<file path="src/rtl/irq_src_pkg.sv">
package irq_src_pkg;
  localparam int PRIO_W = 8;
  localparam logic [PRIO_W-1:0] PRIO_MASKED = 8'hFF;

  typedef enum logic {
    DISP_IDLE,
    DISP_WAIT
  } disp_state_e;
endpackage

</file>
<file path="src/rtl/irq_src_slot.sv">
module irq_src_slot
  import irq_src_pkg::*;
(
  input  logic              clk,
  input  logic              rst_n,
  input  logic              trig_hit,
  input  logic              trig_lvl,
  input  logic              eoi_hit,
  input  logic              rej_hit,
  input  logic              cfg_hit,
  input  logic [PRIO_W-1:0] cfg_prio,
  input  logic              cfg_lsi,
  input  logic              take,
  input  logic              mask_hit,
  input  logic              fail,
  input  logic              rescan,
  output logic [PRIO_W-1:0] prio,
  output logic              want,
  output logic              resend,
  output logic              mpend
);
  // state bit 0 = presented, bit 1 = queued
  logic [PRIO_W-1:0] prio_q, prio_n;
  logic              lsi_q, lsi_n;
  logic [1:0]        pq_q, pq_n, pq_eoi;
  logic              want_q, want_n;
  logic              resend_q, resend_n;
  logic              mpend_q, mpend_n;
  logic              eoi_present, trig_present, cfg_unmask;

  always_comb begin
    pq_eoi = pq_q;
    if (eoi_hit && !lsi_q) pq_eoi = {1'b0, pq_q[1]};
    eoi_present = eoi_hit && pq_eoi[0];

    pq_n         = pq_eoi;
    trig_present = 1'b0;
    if (trig_hit) begin
      if (lsi_q) begin
        pq_n         = {pq_eoi[1], trig_lvl};
        trig_present = trig_lvl && !pq_eoi[0];
      end else begin
        pq_n         = {pq_eoi[0], 1'b1};
        trig_present = !pq_eoi[0];
      end
    end

    cfg_unmask = cfg_hit && mpend_q && (cfg_prio != PRIO_MASKED);

    want_n   = (want_q & ~take & ~mask_hit) | trig_present | eoi_present |
               rej_hit | cfg_unmask | (rescan & resend_q);
    resend_n = (resend_q & ~rescan) | fail;
    mpend_n  = (mpend_q & ~cfg_unmask) | mask_hit;
    prio_n   = cfg_prio;
    lsi_n    = cfg_lsi;
  end

  always_ff @(posedge clk or negedge rst_n) begin
    if (!rst_n) begin
      prio_q   <= PRIO_MASKED;
      lsi_q    <= 1'b0;
      pq_q     <= 2'b00;
      want_q   <= 1'b0;
      resend_q <= 1'b0;
      mpend_q  <= 1'b0;
    end else begin
      if (cfg_hit) begin
        prio_q <= prio_n;
        lsi_q  <= lsi_n;
      end
      pq_q     <= pq_n;
      want_q   <= want_n;
      resend_q <= resend_n;
      mpend_q  <= mpend_n;
    end
  end

  assign prio   = prio_q;
  assign want   = want_q;
  assign resend = resend_q;
  assign mpend  = mpend_q;
endmodule

</file>
<file path="src/rtl/irq_src_dispatch.sv">
module irq_src_dispatch
  import irq_src_pkg::*;
#(
  parameter int NUM_SRC = 16,
  parameter int IDX_W   = 4
) (
  input  logic                       clk,
  input  logic                       rst_n,
  input  logic [NUM_SRC-1:0]         want,
  input  logic [NUM_SRC*PRIO_W-1:0]  prio_flat,
  input  logic                       req_ready,
  input  logic                       rsp_accept,
  input  logic                       rescan,
  output logic [NUM_SRC-1:0]         take,
  output logic [NUM_SRC-1:0]         mask_hit,
  output logic [NUM_SRC-1:0]         fail,
  output logic                       req_valid,
  output logic [IDX_W-1:0]           req_idx,
  output logic [PRIO_W-1:0]          req_prio,
  output logic                       resend_needed
);
  disp_state_e       state_q, state_n;
  logic [IDX_W-1:0]  idx_q, idx_n, pick_idx;
  logic [PRIO_W-1:0] prio_q, prio_n, pick_prio;
  logic              rn_q, rn_n, any_want, hs;

  // lowest index wins
  always_comb begin
    any_want = |want;
    pick_idx = '0;
    for (int i = NUM_SRC - 1; i >= 0; i--) begin
      if (want[i]) pick_idx = IDX_W'(i);
    end
    pick_prio = prio_flat[pick_idx*PRIO_W +: PRIO_W];
  end

  always_comb begin
    state_n  = state_q;
    idx_n    = idx_q;
    prio_n   = prio_q;
    take     = '0;
    mask_hit = '0;
    fail     = '0;
    hs       = (state_q == DISP_WAIT) && req_ready;
    case (state_q)
      DISP_IDLE: begin
        if (any_want) begin
          if (pick_prio == PRIO_MASKED) begin
            mask_hit[pick_idx] = 1'b1;
          end else begin
            take[pick_idx] = 1'b1;
            state_n        = DISP_WAIT;
            idx_n          = pick_idx;
            prio_n         = pick_prio;
          end
        end
      end
      DISP_WAIT: begin
        if (hs) begin
          state_n = DISP_IDLE;
          if (!rsp_accept) fail[idx_q] = 1'b1;
        end
      end
      default: state_n = DISP_IDLE;
    endcase
    rn_n = (rn_q & ~rescan) | (|fail);
  end

  always_ff @(posedge clk or negedge rst_n) begin
    if (!rst_n) begin
      state_q <= DISP_IDLE;
      idx_q   <= '0;
      prio_q  <= PRIO_MASKED;
      rn_q    <= 1'b0;
    end else begin
      state_q <= state_n;
      if (state_q == DISP_IDLE) begin
        idx_q  <= idx_n;
        prio_q <= prio_n;
      end
      rn_q <= rn_n;
    end
  end

  assign req_valid     = (state_q == DISP_WAIT);
  assign req_idx       = idx_q;
  assign req_prio      = prio_q;
  assign resend_needed = rn_q;
endmodule

</file>
<file path="src/rtl/irq_src_bank.sv">
module irq_src_bank
  import irq_src_pkg::*;
#(
  parameter int NUM_SRC = 16,
  localparam int IDX_W  = (NUM_SRC > 1) ? $clog2(NUM_SRC) : 1
) (
  input  logic               clk,
  input  logic               rst_n,
  input  logic               cfg_we,
  input  logic [IDX_W-1:0]   cfg_idx,
  input  logic [7:0]         cfg_prio,
  input  logic               cfg_lsi,
  input  logic               trig_valid,
  input  logic [IDX_W-1:0]   trig_idx,
  input  logic               trig_lvl,
  input  logic               eoi_valid,
  input  logic [IDX_W-1:0]   eoi_idx,
  input  logic               rej_valid,
  input  logic [IDX_W-1:0]   rej_idx,
  input  logic               rescan,
  input  logic               req_ready,
  input  logic               rsp_accept,
  output logic               req_valid,
  output logic [IDX_W-1:0]   req_idx,
  output logic [7:0]         req_prio,
  output logic               resend_needed,
  output logic [NUM_SRC-1:0] mask_pend
);
  logic [NUM_SRC-1:0]        want, resend_vec, take, mask_hit, fail;
  logic [NUM_SRC*PRIO_W-1:0] prio_flat;

  for (genvar g = 0; g < NUM_SRC; g++) begin : g_src
    localparam logic [IDX_W-1:0] SLOT_ID = IDX_W'(g);
    irq_src_slot u_slot (
      .clk      (clk),
      .rst_n    (rst_n),
      .trig_hit (trig_valid && (trig_idx == SLOT_ID)),
      .trig_lvl (trig_lvl),
      .eoi_hit  (eoi_valid && (eoi_idx == SLOT_ID)),
      .rej_hit  (rej_valid && (rej_idx == SLOT_ID)),
      .cfg_hit  (cfg_we && (cfg_idx == SLOT_ID)),
      .cfg_prio (cfg_prio),
      .cfg_lsi  (cfg_lsi),
      .take     (take[g]),
      .mask_hit (mask_hit[g]),
      .fail     (fail[g]),
      .rescan   (rescan),
      .prio     (prio_flat[g*PRIO_W +: PRIO_W]),
      .want     (want[g]),
      .resend   (resend_vec[g]),
      .mpend    (mask_pend[g])
    );
  end

  irq_src_dispatch #(.NUM_SRC(NUM_SRC), .IDX_W(IDX_W)) u_disp (
    .clk           (clk),
    .rst_n         (rst_n),
    .want          (want),
    .prio_flat     (prio_flat),
    .req_ready     (req_ready),
    .rsp_accept    (rsp_accept),
    .rescan        (rescan),
    .take          (take),
    .mask_hit      (mask_hit),
    .fail          (fail),
    .req_valid     (req_valid),
    .req_idx       (req_idx),
    .req_prio      (req_prio),
    .resend_needed (resend_needed)
  );

  // resend flags are state observed only through redelivery
  logic unused_resend;
  assign unused_resend = ^resend_vec;
endmodule

</file>
<file path="config.mk">
export PLATFORM = sky130hd
export DESIGN_NAME = irq_src_bank
export DESIGN_NICKNAME = d
export VERILOG_FILES = /design/src/rtl/irq_src_pkg.sv /design/src/rtl/irq_src_slot.sv /design/src/rtl/irq_src_dispatch.sv /design/src/rtl/irq_src_bank.sv
export SDC_FILE = /design/constraint.sdc
export NUM_CORES = 1
export LEC_CHECK = 0
export ABC_AREA = 1
export BUFFER_PORTS_ARGS = -buffer_cell sky130_fd_sc_hd__buf_2
export CORE_MARGIN = 2
export CORE_UTILIZATION = 65
export DETAILED_ROUTE_END_ITERATION = 8
export GPL_TIMING_DRIVEN = 0
export PLACE_DENSITY = 0.87
export SKIP_LAST_GASP = 1
export SYNTH_ARGS = -nofsm -noshare
export SYNTH_HDL_FRONTEND = slang
export SYNTH_HIERARCHICAL = 1
export SYNTH_SLANG_ARGS = --single-unit
</file>
<file path="constraint.sdc">
create_clock -name clk -period 4.9 [get_ports clk]
set_input_delay 0.735 -clock clk [delete_from_list [all_inputs] [get_ports clk]]
set_output_delay 0.735 -clock clk [all_outputs]
set_load 0.02 [all_outputs]
</file>
# After elaboration in Yosys (flattened, before gate mapping)
# Cells that the tools add are included.
# W data, S select, Z words.
dict set report word_totals {
  regBits 238
  in_bits 35
}
dict set report classes {
  magnitude_cmp 4
  n_eq_ne 62
  shift 1
  mux 113
  n_bitwise 245
  reduce_logical 186
}
# op n
set ops {}
lappend ops {{$logic_and A1 B1 Y1} 147}
lappend ops {{$mux W16} 9}
lappend ops {{$eq A4 B4 Y1 const B} 32}
lappend ops {{$shiftx A128 B8 Y8} 1}
lappend ops {{$or A1 B1 Y1} 113}
lappend ops {{$mux W2} 48}
lappend ops {{$and A1 B1 Y1} 81}
lappend ops {{$eq A4 B3 Y1 const B} 16}
lappend ops {{$mux W4} 16}
lappend ops {{$not A1 Y1} 51}
lappend ops {{$mux W1} 37}
lappend ops {{$eq A4 B2 Y1 const B} 8}
lappend ops {{$logic_not A1 Y1} 32}
lappend ops {{$reduce_or A16 Y1} 2}
lappend ops {{$eq A4 B1 Y1 const B} 4}
lappend ops {{$logic_not A4 Y1} 4}
lappend ops {{$lt A4 B5 Y1 const B} 2}
lappend ops {{$demux W1 S4} 2}
lappend ops {{$eq A8 B8 Y1 const B} 1}
lappend ops {{$ge A4 B1 Y1 const B} 2}
lappend ops {{$ne A8 B8 Y1 const B} 1}
lappend ops {{$reduce_and A3 Y1} 1}
lappend ops {{$pmux W1 S2} 1}

# Logic depth before layout (Yosys ltp)
dict set report logic_depth {
  ltp_word 31
  ltp_mapped 34
}

# Modules after synthesis
# Netlist, hierarchy kept.
# module instances cells_per_inst area_per_inst_um2 seq_area_each_um2
set by_module_without_submodules {}
lappend by_module_without_submodules {irq_src_slot 16 59 658.1 360.3}
lappend by_module_without_submodules {irq_src_dispatch 1 594 3079.2 360.3}
lappend by_module_without_submodules {irq_src_bank 1 120 484.2 0.0}

# Worst setup path after synthesis
# No wires, ideal clock.
dict set report synth_path {
  kind {register to register}
  startpoint {register g_src[14].u_slot.want_q}
  endpoint {register g_src[12].u_slot.want_q}
  setup_time_ns 0.121
  arrival_ns 2.612
  path_slack_ns 2.167
  stages_incl_launch_ff 33
  n_path_buf 2
  path_cell_list {dfrtp_1 inv_1 nand2_1 nand2_1 nand2_1 nand2_1 nand2_1 nand2_1 nand2_1 nand2_1 nand2_1 nand2_1 nand2_1 nand2_2 nand2_2 nand2_4 nand2_4 buf_6 nand3_1 nand3_1 nand2_1 nand2_1 nor2_1 nand2_1 nor2_2 nand3_2 buf_2 nor2_1 inv_1 nand3b_1 nand2_1 a21oi_1 nand2_1}
}
dict set report synth_between {
  elab_cells_between_ends 38
  cone_classes {order compare: 2; eq/ne: 1; shift: 1; mux: 23; bitwise: 9; reduce/logical: 2}
}
# item line
set synth_lines {}
lappend synth_lines {{from (decl)} irq_src_slot.sv:26} ;# logic want_q, want_n;
lappend synth_lines {{from (signal assigned)} irq_src_slot.sv:72} ;# want_q <= want_n;
lappend synth_lines {{parallel branches: the longest is 20 deep, another holds $mux W4} -}
lappend synth_lines {{$mux W16 *} irq_src_dispatch.sv:47} ;# if (any_want) begin
lappend synth_lines {{$mux W16 *} irq_src_dispatch.sv:45} ;# case (state_q)
lappend synth_lines {{named net mask_hit[12]} irq_src_bank.sv:29} ;# logic [NUM_SRC-1:0] want, resend_vec, take, mask_hit, fail;
lappend synth_lines {{$not A1 Y1 *} irq_src_slot.sv:50} ;# want_n = (want_q & ~take & ~mask_hit) | trig_present | eoi_present |
lappend synth_lines {{$and A1 B1 Y1 *} irq_src_slot.sv:50}
lappend synth_lines {{$or A1 B1 Y1 * (3 in a row)} irq_src_slot.sv:50}
lappend synth_lines {{$or A1 B1 Y1 * (2 in a row)} irq_src_slot.sv:51} ;# rej_hit | cfg_unmask | (rescan & resend_q);
lappend synth_lines {{named net g_src[12].u_slot.want_n} irq_src_slot.sv:26}
lappend synth_lines {{to (signal assigned)} irq_src_slot.sv:72}
lappend synth_lines {{to (decl)} irq_src_slot.sv:26}
# Mark *: on every way through the listed nets, which the timed path passes.
# A chain may end at the register's enable or synchronous reset.

# Worst setup path after layout
dict set report layout_path {
  startpoint {register g_src[14].u_slot.want_q}
  endpoint {register g_src[12].u_slot.want_q}
}
dict set report layout_between {
  elab_chain_cells 30
  elab_cells_between_ends 38
  cone_classes {order compare: 2; eq/ne: 1; shift: 1; mux: 23; bitwise: 9; reduce/logical: 2}
}
# item line
set layout_lines {}
lappend layout_lines {{parallel branches: the longest is 20 deep, another holds $mux W4} -}
lappend layout_lines {{$mux W16 *} irq_src_dispatch.sv:47}
lappend layout_lines {{$mux W16 *} irq_src_dispatch.sv:45}
lappend layout_lines {{named net take[12]} irq_src_bank.sv:29}
lappend layout_lines {{$not A1 Y1 *} irq_src_slot.sv:50}
lappend layout_lines {{$and A1 B1 Y1 * (2 in a row)} irq_src_slot.sv:50}
lappend layout_lines {{$or A1 B1 Y1 * (3 in a row)} irq_src_slot.sv:50}
lappend layout_lines {{$or A1 B1 Y1 * (2 in a row)} irq_src_slot.sv:51}
lappend layout_lines {{named net g_src[12].u_slot.want_n} irq_src_slot.sv:26}
# Marked as above.

==> impl_metrics.ini <==
[yosys]
synthDistinctLibCells = 31
synth_seq_cells = 238
cells_taking_the_most_area_after_synthesis = dfstp_2 25%, dfrtp_1 18%, mux2_4 14%
synth_largest_area_cell = dfstp_2
synth.cell_area_um2 = 14090
synth.yosys.seq_area_share = 0.4347
syn_avg_cell_area_um2 = 8.500
synth.net_count = 1693
yosys_warnings = 6
synth_top_area_frac = 0.2536
syn_inst = 1658

[setup_path]
cp_common_cell = nand2_1
worst_path_max_delay_cell = nor2_1
category_of_the_worst_setup_path_launch_point = register
cp.buffers_inverters = 3
timing.setup.critical_path_class = reg2reg
max_stage_delay_ns = 0.58
cp_top_family = simple AND/OR/NAND/NOR gates
worst-endpoint-required_ns = 5.31
critical_path_arrival_ns = 4.38
worstSetupEndpointType = register
critPathMaxFanout = 10

[final_layout]
fin_nets = 1788
post_route_cells_drive_above_1_share = 0.2798
final_area_um2 = 15760
antenna_cells = 0
syn_to_final_growth_pct = 11.82
final_cell_count_no_fill = 2048
fillers = 1515

[routing]
detailedRoute.firstIterationViolations = 1138
met2WireLength_um = 18570
drtAntennaViolNets = 0
drtPass1Iterations = 7
routed-wl-met3_um = 3259
detail_route.wl_per_cell_um = 19.59
routed_via_count_divided_by_cell_count = 6.010
total_number_of_vias = 12310
highest_layer = met4
remaining_drc_errors = 0
met1_layer_wirelength_in_the_final_routing_um = 15560
detail_route.wirelength_um = 40120

[floorplanning]
die_width_um = 151.3
die-height_um = 151.3
coreArea_um2 = 21150
ios = 65
starting_density = 0.6662
floorplan.die_area_um2 = 22880
floorplan.rows = 53

[sta]
setup_violations = 0
final.period_utilization = 0.8099
grt_setup_unrepaired = false
slew_headroom = 0.4173
max_clock_freq_mhz = 252.0
final_setup_skew_ns = 0.01717
holdWs_ns = 0.1819
timing_max_transition_violations_final = 0
finalHoldViolCount = 0
final_period_minus_worst_setup_slack_ns = 3.969
slew_at_the_pin_closest_to_its_max_slew_limit_ns = 0.8660

[clocking]
clock_tree.buffer_depth = 3
clock_latency_ns = 0.54
cts_max_level = 1
tritoncts = built
post_cts_resized = 0
path_clk_slew_ns = 0.06
post-cts-setup-buffer-count = 0
clkSinkCount = 238
cts_inserted_buffers = 27
cts_hold_buf = 0
cts_root_buffer = clkbuf_16

[grt]
wire_length_of_the_first_global_routing_pass_um = 63030
globalRouteTotalUtil = 0.3558
grt_max_degree = 101
vias_in_the_first_global_route = 11990
antenna_found_initial = 0
gr-total-overflow = 0

[placed_design]
numPlacedInstances = 1999
detailedPlacementHpwl_um = 27510
finalWeightedCongestion = 0.9454
post_dp_cell_area_um2 = 14820
place.port_buffers = 64

[power_and_ir_drop]
vdd.ir_drop.worst_uv = 301.3
p_leak_uw = 0.007375
power_density_nw_per_um2 = 472.1

[min_path]
hp-class = in2async

[job]
drv_cap = 0

[run_status]
outcome = completed
[layout make-up]
cell class | instances | area (um2) | share of cell area
plain buffers | 58 | 410.4 | 0.02604
well taps | 275 | 344.1 | 0.02183
repair buffers | 66 | 385.4 | 0.02445
multi-input cells | 1143 | 6735 | 0.4274
clock inverters | 12 | 142.6 | 0.009051
flip-flops and latches | 238 | 6126 | 0.3887
clock buffers | 37 | 793.3 | 0.05034
inverters | 219 | 822.0 | 0.05216
[report_power, final]
group / internal (uW) / switching (uW)
registers: 2600 / 285
clock network: 1280 / 823
logic: 983 / 1460
[cell usage after synthesis]
cell type,number
nand2_1,447
inv_1,200
nor2_1,166
dfstp_2,136
nand3_1,130
mux2_4,128
dfrtp_1,102
nand3b_1,65
nand4_1,62
a21oi_1,34
o21ai_2,32
buf_6,21
buf_2,19
inv_2,18
and2_4,16
o21ai_0,16
o21ai_1,16
o21bai_1,16
clkbuf_1,14
buf_4,3
nand3_2,3
nand2_2,2
nand2_4,2
nor2_2,2
nor3_1,2
a21oi_2,1
a31oi_1,1
buf_1,1
clkinv_1,1
nor4_1,1
o22ai_1,1
[sequential cells by signal (all words and copies together), names as in the netlist]
register and count:
u_disp/req_idx 4, g_src.u_slot/resend 16, u_disp/resend_needed 1, g_src.u_slot/lsi_q 16
u_disp/req_prio 8, u_disp/req_valid 1, g_src.u_slot/mpend 16, g_src.u_slot/want 16
g_src.u_slot/pq_q 32, g_src.u_slot/prio 128
[cell usage in the layout, fill, tap and decap left out, drive strengths merged]
master,instances
bufinv,3
a31oi,1
nand3b,65
clkinvlp,3
o22ai,1
nand4,62
nand3,133
o21bai,16
nor2,168
nand2,451
dfstp,136
o21ai,64
dfrtp,102
mux2,128
buf,110
nor3,2
a21oi,35
clkbuf,51
and2,16
inv,218
clkinv,7
nor4,1
[layer usage]
metal  vias to the layer above  track usage
li1                       5541            -
met1                      5911       0.4571
met2                       680       0.5724
met3                       176      0.04639
met4                         0       0.2215
met5                         -            0
[worst register-to-register path, delay by kind of cell (launching register included)]
family                 cells  cell delay (ns)
flip-flops                 1             0.38
AO/OA/AOI/OAI              1             0.19
buffers and inverters      3             0.40
AND/OR/NAND/NOR           28             2.88
[through the flow]
step                TNS, ns  setup slack (ns)    util  power (uW)
floorplan                 0             2.167       -        4535
global placement     -84.95           -0.8417  0.6976        5147
detailed placement        0             1.181  0.7007        5248
CTS                       0             1.069  0.7450        7390
global route              0            0.6632  0.7450        7762
finish                    0            0.9314  0.7450        7440
[logic make-up after synthesis]
| group | after synthesis | share of synthesized area |
|---|---|---|
| DFF | 238 | 0.4347 |
| and+or+nand+nor | 898 | 0.2882 |
| muxes | 128 | 0.1364 |
| buffers and inverters | 277 | 0.08745 |
| AOI/OAI and AO/OA | 117 | 0.05336 |
[final timing paths]
path	start	endpoint	cells after the start	slack (ns)
max in group asynchronous	rst_n	g_src[11].u_slot/prio[1]	3	3.58
setup / recovery	g_src[14].u_slot/want	g_src[12].u_slot/want	32	0.93
hold / removal	rst_n	g_src[2].u_slot/resend	1	0.18
hold reg to reg	u_disp/req_prio[5]	u_disp/req_prio[5]	2	0.46
min in group clk	rsp_accept	u_disp/resend_needed	2	0.41
setup reg to reg	g_src[14].u_slot/want	g_src[12].u_slot/want	32	0.93
Note: power is estimated with default switching activity, not from simulation.
